## config.mk

```make
export PLATFORM = sky130hd
export DESIGN_NAME = cfg_xlat
export DESIGN_NICKNAME = d
export VERILOG_FILES = /design/src/rtl/cfg_xlat_pkg.sv /design/src/rtl/cfg_addr_decode.sv /design/src/rtl/cfg_lane_align.sv /design/src/rtl/cfg_xlat.sv
export SDC_FILE = /design/constraint.sdc
export NUM_CORES = 1
export LEC_CHECK = 0
export BUFFER_PORTS_ARGS = -buffer_cell sky130_fd_sc_hd__buf_2
export CORE_ASPECT_RATIO = 1.5
export CORE_UTILIZATION = 44
export DETAILED_ROUTE_END_ITERATION = 6
export PLACE_DENSITY_LB_ADDON = 0.08
export SLEW_MARGIN = 25
export SYNTH_ARGS = -nofsm -noshare
export SYNTH_HDL_FRONTEND = slang
export SYNTH_SLANG_ARGS = --single-unit
```

## constraint.sdc

```tcl
create_clock -name clk -period 2.6 [get_ports clk]
set_input_delay 0 -clock clk [delete_from_list [all_inputs] [get_ports clk]]
set_output_delay 0 -clock clk [all_outputs]
set_load 0.1 [all_outputs]
```

## src/rtl/cfg_xlat_pkg.sv

```systemverilog
package cfg_xlat_pkg;

  typedef enum logic [1:0] {
    RSP_OK      = 2'd0,
    RSP_INVALID = 2'd1,
    RSP_BUSERR  = 2'd2
  } rsp_code_e;

  typedef enum logic [2:0] {
    ST_IDLE,
    ST_WIN,
    ST_RD,
    ST_WR,
    ST_RESP
  } xlat_state_e;

endpackage

```

## src/rtl/cfg_addr_decode.sv

```systemverilog
// Combinational decode of a configuration request into window value,
// downstream address and a reject flag.
module cfg_addr_decode #(
  parameter int          ADDR_W    = 32,
  parameter int          BUS_W     = 8,
  parameter int          DEV_W     = 5,
  parameter int          FUNC_W    = 3,
  parameter int          OFF_W     = 8,
  parameter int          LEN_W     = 3,
  parameter int          IDSEL_LSB = 16,
  parameter logic [31:0] CFG_BASE  = 32'h0C00_0000,
  parameter logic [31:0] WIN_MASK  = 32'hFC00_0000,
  parameter logic [31:0] WIN_TYPE0 = 32'h0000_0002,
  parameter logic [31:0] WIN_TYPE1 = 32'h0000_0003
) (
  input  logic [BUS_W-1:0]  bus,
  input  logic [DEV_W-1:0]  dev,
  input  logic [FUNC_W-1:0] func,
  input  logic [OFF_W-1:0]  off,
  input  logic [LEN_W-1:0]  len,
  input  logic              single_slot,
  output logic              reject,
  output logic [ADDR_W-1:0] addr,
  output logic [ADDR_W-1:0] win
);

  localparam int SLOT_MAX = ADDR_W - IDSEL_LSB;

  logic              type1;
  logic              len_ok;
  logic              slot_ok;
  logic              single_ok;
  logic [ADDR_W-1:0] idsel;
  logic [ADDR_W-1:0] common;

  always_comb begin
    type1     = (bus != '0);
    len_ok    = (len == LEN_W'(1)) || (len == LEN_W'(2)) || (len == LEN_W'(4));
    slot_ok   = type1 || (int'(dev) < SLOT_MAX);
    single_ok = !single_slot || (int'(dev) <= 1);
    reject    = !(len_ok && slot_ok && single_ok);

    idsel = '0;
    if (!type1 && (int'(dev) < SLOT_MAX))
      idsel = ADDR_W'(1) << (int'(dev) + IDSEL_LSB);

    common = CFG_BASE[ADDR_W-1:0]
           | (ADDR_W'(func) << 8)
           | (ADDR_W'(off) & ~ADDR_W'(3));

    if (type1) begin
      addr = common | (ADDR_W'(bus) << 16) | (ADDR_W'(dev) << 11);
      win  = WIN_TYPE1[ADDR_W-1:0];
    end else begin
      addr = common | (idsel & ~WIN_MASK[ADDR_W-1:0]);
      win  = WIN_TYPE0[ADDR_W-1:0] | (idsel & WIN_MASK[ADDR_W-1:0]);
    end
  end

endmodule

```

## src/rtl/cfg_lane_align.sv

```systemverilog
// Byte-lane alignment: read extraction and partial-write merge.
module cfg_lane_align #(
  parameter int DATA_W = 32,
  parameter int LEN_W  = 3
) (
  input  logic [DATA_W-1:0]         word,
  input  logic [DATA_W-1:0]         wdata,
  input  logic [$clog2(DATA_W/8)-1:0] lane,
  input  logic [LEN_W-1:0]          len,
  output logic [DATA_W-1:0]         rd_aligned,
  output logic [DATA_W-1:0]         merged
);

  localparam int SH_W = $clog2(DATA_W);

  logic [SH_W-1:0]   shamt;
  logic [DATA_W-1:0] size_mask;
  logic [DATA_W-1:0] lane_mask;

  always_comb begin
    shamt = {lane, 3'b000};
    unique case (len)
      LEN_W'(1): size_mask = DATA_W'(8'hFF);
      LEN_W'(2): size_mask = DATA_W'(16'hFFFF);
      default:   size_mask = '1;
    endcase
    lane_mask  = size_mask << shamt;
    rd_aligned = (word >> shamt) & size_mask;
    merged     = (word & ~lane_mask) | ((wdata & size_mask) << shamt);
  end

endmodule

```

## src/rtl/cfg_xlat.sv

```systemverilog
module cfg_xlat
  import cfg_xlat_pkg::*;
#(
  parameter int          ADDR_W    = 32,
  parameter int          DATA_W    = 32,
  parameter int          BUS_W     = 8,
  parameter int          DEV_W     = 5,
  parameter int          FUNC_W    = 3,
  parameter int          OFF_W     = 8,
  parameter int          LEN_W     = 3,
  parameter logic [31:0] CFG_BASE  = 32'h0C00_0000,
  parameter logic [31:0] WIN_MASK  = 32'hFC00_0000,
  parameter logic [31:0] WIN_TYPE0 = 32'h0000_0002,
  parameter logic [31:0] WIN_TYPE1 = 32'h0000_0003
) (
  input  logic              clk,
  input  logic              rst_n,
  input  logic              single_slot,
  input  logic              req_valid,
  output logic              req_ready,
  input  logic [BUS_W-1:0]  req_bus,
  input  logic [DEV_W-1:0]  req_dev,
  input  logic [FUNC_W-1:0] req_func,
  input  logic [OFF_W-1:0]  req_off,
  input  logic [LEN_W-1:0]  req_len,
  input  logic              req_we,
  input  logic [DATA_W-1:0] req_wdata,
  output logic              win_we,
  output logic [ADDR_W-1:0] win_val,
  output logic              ds_req,
  output logic              ds_we,
  output logic [ADDR_W-1:0] ds_addr,
  output logic [DATA_W-1:0] ds_wdata,
  input  logic              ds_ack,
  input  logic [DATA_W-1:0] ds_rdata,
  input  logic              ds_berr,
  output logic              resp_valid,
  output logic [DATA_W-1:0] resp_rdata,
  output logic [1:0]        resp_err
);

  localparam int LANE_W = $clog2(DATA_W/8);

  xlat_state_e       st_q, st_d;
  logic              fire;
  logic              dec_reject;
  logic [ADDR_W-1:0] dec_addr, dec_win;
  logic [DATA_W-1:0] rd_aligned, merged;

  logic [ADDR_W-1:0] addr_q, win_q;
  logic [DATA_W-1:0] wbuf_q, wbuf_d, rdata_q, rdata_d;
  logic [LEN_W-1:0]  len_q;
  logic [LANE_W-1:0] lane_q;
  logic              we_q;
  rsp_code_e         err_q, err_d;
  logic              cap_en, wbuf_en, rsp_en;

  cfg_addr_decode #(
    .ADDR_W(ADDR_W), .BUS_W(BUS_W), .DEV_W(DEV_W), .FUNC_W(FUNC_W),
    .OFF_W(OFF_W), .LEN_W(LEN_W), .IDSEL_LSB(16),
    .CFG_BASE(CFG_BASE), .WIN_MASK(WIN_MASK),
    .WIN_TYPE0(WIN_TYPE0), .WIN_TYPE1(WIN_TYPE1)
  ) u_decode (
    .bus(req_bus), .dev(req_dev), .func(req_func), .off(req_off),
    .len(req_len), .single_slot(single_slot),
    .reject(dec_reject), .addr(dec_addr), .win(dec_win)
  );

  cfg_lane_align #(.DATA_W(DATA_W), .LEN_W(LEN_W)) u_lanes (
    .word(ds_rdata), .wdata(wbuf_q), .lane(lane_q), .len(len_q),
    .rd_aligned(rd_aligned), .merged(merged)
  );

  assign fire = req_valid && (st_q == ST_IDLE);

  // Next-state and data-path enables
  always_comb begin
    st_d    = st_q;
    cap_en  = 1'b0;
    wbuf_en = 1'b0;
    wbuf_d  = merged;
    rsp_en  = 1'b0;
    rdata_d = '0;
    err_d   = RSP_OK;
    unique case (st_q)
      ST_IDLE: if (fire) begin
        cap_en = 1'b1;
        if (dec_reject) begin
          st_d   = ST_RESP;
          rsp_en = 1'b1;
          err_d  = RSP_INVALID;
        end else begin
          st_d = ST_WIN;
        end
      end
      ST_WIN: st_d = (we_q && (len_q == LEN_W'(4))) ? ST_WR : ST_RD;
      ST_RD: if (ds_ack) begin
        if (ds_berr) begin
          st_d    = ST_RESP;
          rsp_en  = 1'b1;
          rdata_d = '1;
          err_d   = RSP_BUSERR;
        end else if (we_q) begin
          st_d    = ST_WR;
          wbuf_en = 1'b1;
        end else begin
          st_d    = ST_RESP;
          rsp_en  = 1'b1;
          rdata_d = rd_aligned;
        end
      end
      ST_WR: if (ds_ack) begin
        st_d   = ST_RESP;
        rsp_en = 1'b1;
        err_d  = ds_berr ? RSP_BUSERR : RSP_OK;
      end
      ST_RESP: st_d = ST_IDLE;
      default: st_d = ST_IDLE;
    endcase
  end

  always_ff @(posedge clk or negedge rst_n) begin
    if (!rst_n) st_q <= ST_IDLE;
    else        st_q <= st_d;
  end

  // Data registers: no reset, loaded only under their enables
  always_ff @(posedge clk) begin
    if (cap_en) begin
      addr_q <= dec_addr;
      win_q  <= dec_win;
      len_q  <= req_len;
      lane_q <= req_off[LANE_W-1:0];
      we_q   <= req_we;
    end
    if (cap_en)       wbuf_q <= req_wdata;
    else if (wbuf_en) wbuf_q <= wbuf_d;
    if (rsp_en) begin
      rdata_q <= rdata_d;
      err_q   <= err_d;
    end
  end

  assign req_ready  = (st_q == ST_IDLE);
  assign win_we     = (st_q == ST_WIN);
  assign win_val    = win_q;
  assign ds_req     = (st_q == ST_RD) || (st_q == ST_WR);
  assign ds_we      = (st_q == ST_WR);
  assign ds_addr    = addr_q;
  assign ds_wdata   = wbuf_q;
  assign resp_valid = (st_q == ST_RESP);
  assign resp_rdata = rdata_q;
  assign resp_err   = err_q;

endmodule

```

Yosys cells after proc, flatten, opt, wreduce, memory -nomap -nowiden
Cells that the tools add are included.
Widths: inputs -> output; s select.
{"block": "word_totals", "mem_bits_ro": 0, "ff_bits": 139, "wordCells": 93, "n_memories": 0, "latchBits": 0, "inputBits": 98, "output_inout_bits": 135, "ram_bits": 0}
{"block": "classes", "n_lt_le_gt_ge": 2, "add_sub_neg": 1, "n_eq_ne": 13, "mul": 0, "n_mux": 34, "n_shift": 4, "div_mod_pow": 0, "bitwise_logic": 10, "reduce_logical": 19}
{"cell": "$mux 32", "count": 5}
{"cell": "$and 32x32->32", "count": 3}
{"cell": "$pmux 32 s2", "count": 1}
{"cell": "$shl 32x5->32", "count": 2}
{"cell": "$not 32->32", "count": 1}
{"cell": "$or 32x16->32", "count": 1}
{"cell": "$or 32x24->32", "count": 1}
{"cell": "$or 32x26->32", "count": 1}
{"cell": "$or 32x32->32", "count": 1}
{"cell": "$shl 1x6->32 const A", "count": 1}
{"cell": "$shr 32x5->32", "count": 1}
{"cell": "$or 28x8->28", "count": 1}
{"cell": "$mux 26", "count": 1}
{"cell": "$mux 3", "count": 6}
{"cell": "$mux 1", "count": 16}
{"cell": "$eq 3x2->1 const B", "count": 4}
{"cell": "$pmux 3 s4", "count": 1}
{"cell": "$eq 3x1->1 const B", "count": 3}
{"cell": "$eq 3x3->1 const B", "count": 3}
{"cell": "$reduce_bool 8->1", "count": 1}
{"cell": "$add 5x5->6 const B", "count": 1}
{"cell": "$le 5x1->1 const B", "count": 1}
{"cell": "$logic_and 1x1->1", "count": 5}
{"cell": "$logic_or 1x1->1", "count": 5}
{"cell": "other kinds (13)", "count": 17}

Longest topological paths before layout
{"block": "logic_depth", "word_depth": 8, "ltp_mapped": 8, "ltp_nobuf": 4}

By module
Synthesis repeated with hierarchy kept, for this count alone.
{"block": "unflattened", "cells_unflattened": 563, "area_unflattened_um2": 7013.0}
{"module": "cfg_xlat", "cells_per_inst": 278, "seq_area_each_um2": 4159.0, "area_each_um2": 5083.6, "instances": 1}
{"module": "cfg_lane_align", "cells_per_inst": 198, "seq_area_each_um2": 0.0, "area_each_um2": 1353.8, "instances": 1}
{"module": "cfg_addr_decode", "cells_per_inst": 87, "seq_area_each_um2": 0.0, "area_each_um2": 575.6, "instances": 1}

Worst setup path before layout
OpenSTA, ideal clock, no wires.
{"block": "synth_timing", "kind": "reg-to-reg", "start": "register st_q[1]", "end": "register err_q[0] (netlist: resp_err[0]) (enable)", "slack_ns": -1.731, "setup_ns": 0.433, "synth_period_minus_slack_ns": 4.331, "t_arrival_ns": 3.898, "path_buffers": 1, "stages_incl_launch_ff": 5, "t_required_ns": 2.167, "path_cell_list": "dfrtp_1 buf_6 nor2b_1 nand2_1 o21bai_1"}
{"block": "synth_via", "elab_chain_len": 4, "word_cells_on_any_way": 6, "cone_classes": "eq/ne (2); mux (2); reduce/logical (2)"}
{"element": "from (decl)", "line_no": "cfg_xlat.sv:44", "rtl": "xlat_state_e st_q, st_d;"}
{"element": "from (signal assigned)", "line_no": "cfg_xlat.sv:124", "rtl": "else st_q <= st_d;"}
{"element": "$logic_not 3->1", "line_no": "cfg_xlat.sv:74, cfg_xlat.sv:85"}
{"element": "$logic_and 1x1->1", "line_no": "cfg_xlat.sv:74", "rtl": "assign fire = req_valid && (st_q == ST_IDLE);"}
{"element": "$mux 1", "line_no": "cfg_xlat.sv:86", "rtl": "ST_IDLE: if (fire) begin"}
{"element": "$pmux 1 s3 (*)", "line_no": "cfg_xlat.sv:85", "rtl": "unique case (st_q)"}
{"element": "net rsp_en", "line_no": "cfg_xlat.sv:56", "rtl": "logic cap_en, wbuf_en, rsp_en;"}
{"element": "to (signal assigned)", "line_no": "cfg_xlat.sv:140", "rtl": "err_q <= err_d;"}
{"element": "to (decl)", "line_no": "cfg_xlat.sv:55", "rtl": "rsp_code_e err_q, err_d;"}
The timed path passes the listed nets; every way through them passes the cells marked *.
A chain may end at the register's enable or synchronous reset.

Worst setup path in the final report
{"block": "layout_timing", "start": "register st_q[2]", "end": "register rdata_q[15] (netlist: resp_rdata[15]) (enable)"}
{"block": "layout_via", "elab_chain_len": 4, "word_cells_on_any_way": 6, "cone_classes": "eq/ne (2); mux (2); reduce/logical (2)"}
{"element": "$logic_not 3->1", "line_no": "cfg_xlat.sv:74, cfg_xlat.sv:85"}
{"element": "$logic_and 1x1->1", "line_no": "cfg_xlat.sv:74"}
{"element": "$mux 1", "line_no": "cfg_xlat.sv:86"}
{"element": "$pmux 1 s3 (*)", "line_no": "cfg_xlat.sv:85"}
{"element": "net rsp_en", "line_no": "cfg_xlat.sv:56"}
{"element": "to (signal assigned)", "line_no": "cfg_xlat.sv:139", "rtl": "rdata_q <= rdata_d;"}
{"element": "to (decl)", "line_no": "cfg_xlat.sv:51", "rtl": "logic [DATA_W-1:0] wbuf_q, wbuf_d, rdata_q, rdata_d;"}
Marks and branches as above.

==> flow_summary.json <==
{
  "synth-seq-area-share": 0.551,
  "hold_class": "in -> reg",
  "root_buffer": "clkbuf_16",
  "max_freq_ghz": 0.463,
  "cts.sink_count": 108,
  "total_power_w": 0.0101,
  "dieHeight_um": 143,
  "power_density_nw_per_um2": 1320,
  "antenna_found_initial": 0,
  "syn_inst": 518,
  "nNetsFinal": 851,
  "drive_above_1_share": 0.325,
  "r2r_slack_ps": 440,
  "h-tree-depth": 3,
  "synth-main-ff-cell": "edfxtp_1",
  "ir_worst_vdd_v": 0.000672,
  "syn_to_final_growth_pct": 30.7,
  "leakagePower_nw": 3.23,
  "rr_worst_depth": 3,
  "skew_ps": 11.1,
  "yosysUniqueCellTypes": 59,
  "syn_area_per_cell_um2": 11.3,
  "whs_ps": 9.02,
  "cts.repair.resized": 0,
  "io_buffer_count": 201,
  "synth_area_um2": 5860,
  "synth_top_area_cell": "edfxtp_1",
  "rsz0062_at_grt": "false",
  "worstPathRequired_ps": 2570,
  "drt_first_pass_iters": 5,
  "dp.cells": 853,
  "start_kind": "flip-flop",
  "wl_per_cell_um": 19.0,
  "core_um2": 13000,
  "timing.max_cap.violations": 0,
  "grt_max_degree": 46,
  "cts_hold_buf": 48,
  "arrival_ps": 2130,
  "hold_viol_final": 0,
  "grt_pass1_wl_mm": 25.2,
  "reg2reg_from": "st_q[2]",
  "hold_end": "ds_wdata[22]",
  "drtIter0Drc": 291,
  "hold_start": "req_wdata[22]",
  "outcome": "complete, no violations",
  "avgViaCountPerCell": 5.43,
  "relSlewSlack": 0.371,
  "clk_latency_ps": 340,
  "overflow": 0,
  "synth_most_common_cell": "edfxtp_1",
  "yosysWarningCount": 0,
  "clock_path_buffers": 2,
  "layoutNonFillerInstCount": 917,
  "vias": 4983,
  "n_fill_cell": 1160,
  "worstMarginPinSlew_ps": 941,
  "postCtsSetupBuffers": 0,
  "ys_seq_elements": 108,
  "r2r_end": "resp_rdata[15]",
  "synth.top_cells.by_area": "edfxtp_1 (54%), mux2i_1 (8.2%), nor2_1 (4.7%)",
  "cp-end-kind": "flip-flop",
  "grt_pass1_vias": 4935,
  "drc": 0,
  "ant_nets": 0,
  "wl_mm": 17.4,
  "setup_violations": 0,
  "min_period_ps": 2160,
  "synth-edff-count": 105,
  "hold_depth": 3,
  "fp.dieW_um": 96.2,
  "grtUsageTotal": 0.250,
  "antenna_cells": 0,
  "rows": 51,
  "dp_hpwl_mm": 12.9,
  "slew_viol_final": 0,
  "dieArea_um2": 13800,
  "synth_top_area_frac": 0.538,
  "io-pin-count": 233,
  "synth_common_cells": "edfxtp_1 (105), nor2_1 (74), mux2i_1 (48)",
  "finalCritPeriodShare": 0.830,
  "async_flop_share": 0.0278,
  "path_max_fanout": 34,
  "start_util": 0.450,
  "setup_tns_ps": 0,
  "gp_congestion": 0.863,
  "path_clk_slew_ps": 70,
  "cts_tree": "built",
  "critPathKind": "reg -> reg",
  "cts_buffers": 9
}
-- logic make-up after synthesis --
family,share of synthesized area
other,0.00128
buffers and inverters,0.0824
multiplexers,0.0839
XOR/XNOR,0.00299
flip-flops,0.551
AO/OA/AOI/OAI,0.156
AND/OR/NAND/NOR,0.123
-- cell usage in the layout, fill, tap and decap left out, types with 2 or more instances in the layout --
master,n
buf_2,201
edfxtp_1,105
nor2_1,74
mux2i_1,48
dlygate4sd3_1,48
nand2_1,37
conb_1,33
o21ai_0,25
a21oi_1,17
buf_4,14
o22ai_1,10
a2bb2oi_1,9
clkbuf_16,9
o21bai_1,8
a221oi_1,8
a31oi_1,8
o21a_1,8
o2bb2ai_1,8
o22a_1,7
a221o_1,7
nand2b_1,6
and2_1,5
inv_1,4
nor3_1,3
nor3b_1,3
nand3_1,3
dfrtp_1,3
nor4_2,2
o31ai_1,2
nor3b_2,2
a21o_1,2
nor2b_1,2
clkinv_1,2
clkinv_2,2
buf_12,2
-- where the power goes --
group / switching (W) / total (W) / internal [W]
Clock: 0.000603 / 0.00134 / 0.000738
Combinational: 0.00478 / 0.00582 / 0.00104
Sequential: 0.000306 / 0.00293 / 0.00263
-- per-layer routing --
metal,GRT usage,vias up,wire length (um)
met3,0.0497,23,1360
li1,-,2328,-
met4,0.101,0,480
met5,0,-,0
met2,0.448,251,9120
met1,0.284,2381,6430
-- area by class of cell --
| class | count | area (um2) | share of cell area |
|---|---|---|---|
| clock buffers | 10 | 229 | 0.0299 |
| clock inverters | 6 | 55.1 | 0.00718 |
| inverters | 5 | 23.8 | 0.00310 |
| multi-input cells | 364 | 2300 | 0.300 |
| flip-flops and latches | 108 | 3230 | 0.421 |
| well taps | 159 | 199 | 0.0260 |
| repair buffers | 265 | 1630 | 0.213 |
-- worst max-delay path by stage --
| stage | from | to | slack [ps] | cells after the start |
|---|---|---|---|---|
| 4_1_cts | st_q[2] | resp_rdata[30] | 440 | 3 |
| 6_report | st_q[2] | resp_rdata[15] | 440 | 3 |
| 5_1_grt | st_q[1] | resp_rdata[11] | 350 | 3 |
| 3_3_place_gp | st_q[1] | resp_rdata[24] | 520 | 3 |
| 2_1_floorplan | st_q[0] | req_ready | 10 | 2 |
| 3_5_place_dp | st_q[2] | resp_rdata[26] | 440 | 3 |
-- metrics by stage --
| step | worst slack [ps] | cell area [um2] | utilization |
|---|---|---|---|
| after floorplan | 14.2 | 6010 | - |
| after global placement | 520 | 6900 | 0.530 |
| after detailed placement | 444 | 6900 | 0.530 |
| after CTS | 443 | 7660 | 0.589 |
| after global routing | 351 | 7660 | 0.589 |
| final | 442 | 7660 | 0.589 |
-- critical path, cell delays in order, from the launching register on --
cell	delay, ps
dfrtp_1	480
or4b_4	630
a31oi_2	220
o21bai_4	440
-- state kept, by name (all words and copies together) (netlist names) --
register    cells
resp_rdata     32
we_q            1
resp_err        2
ds_wdata       32
ds_addr        26
st_q            3
win_val         7
len_q           3
lane_q          2
(Power assumes the default switching activity.)
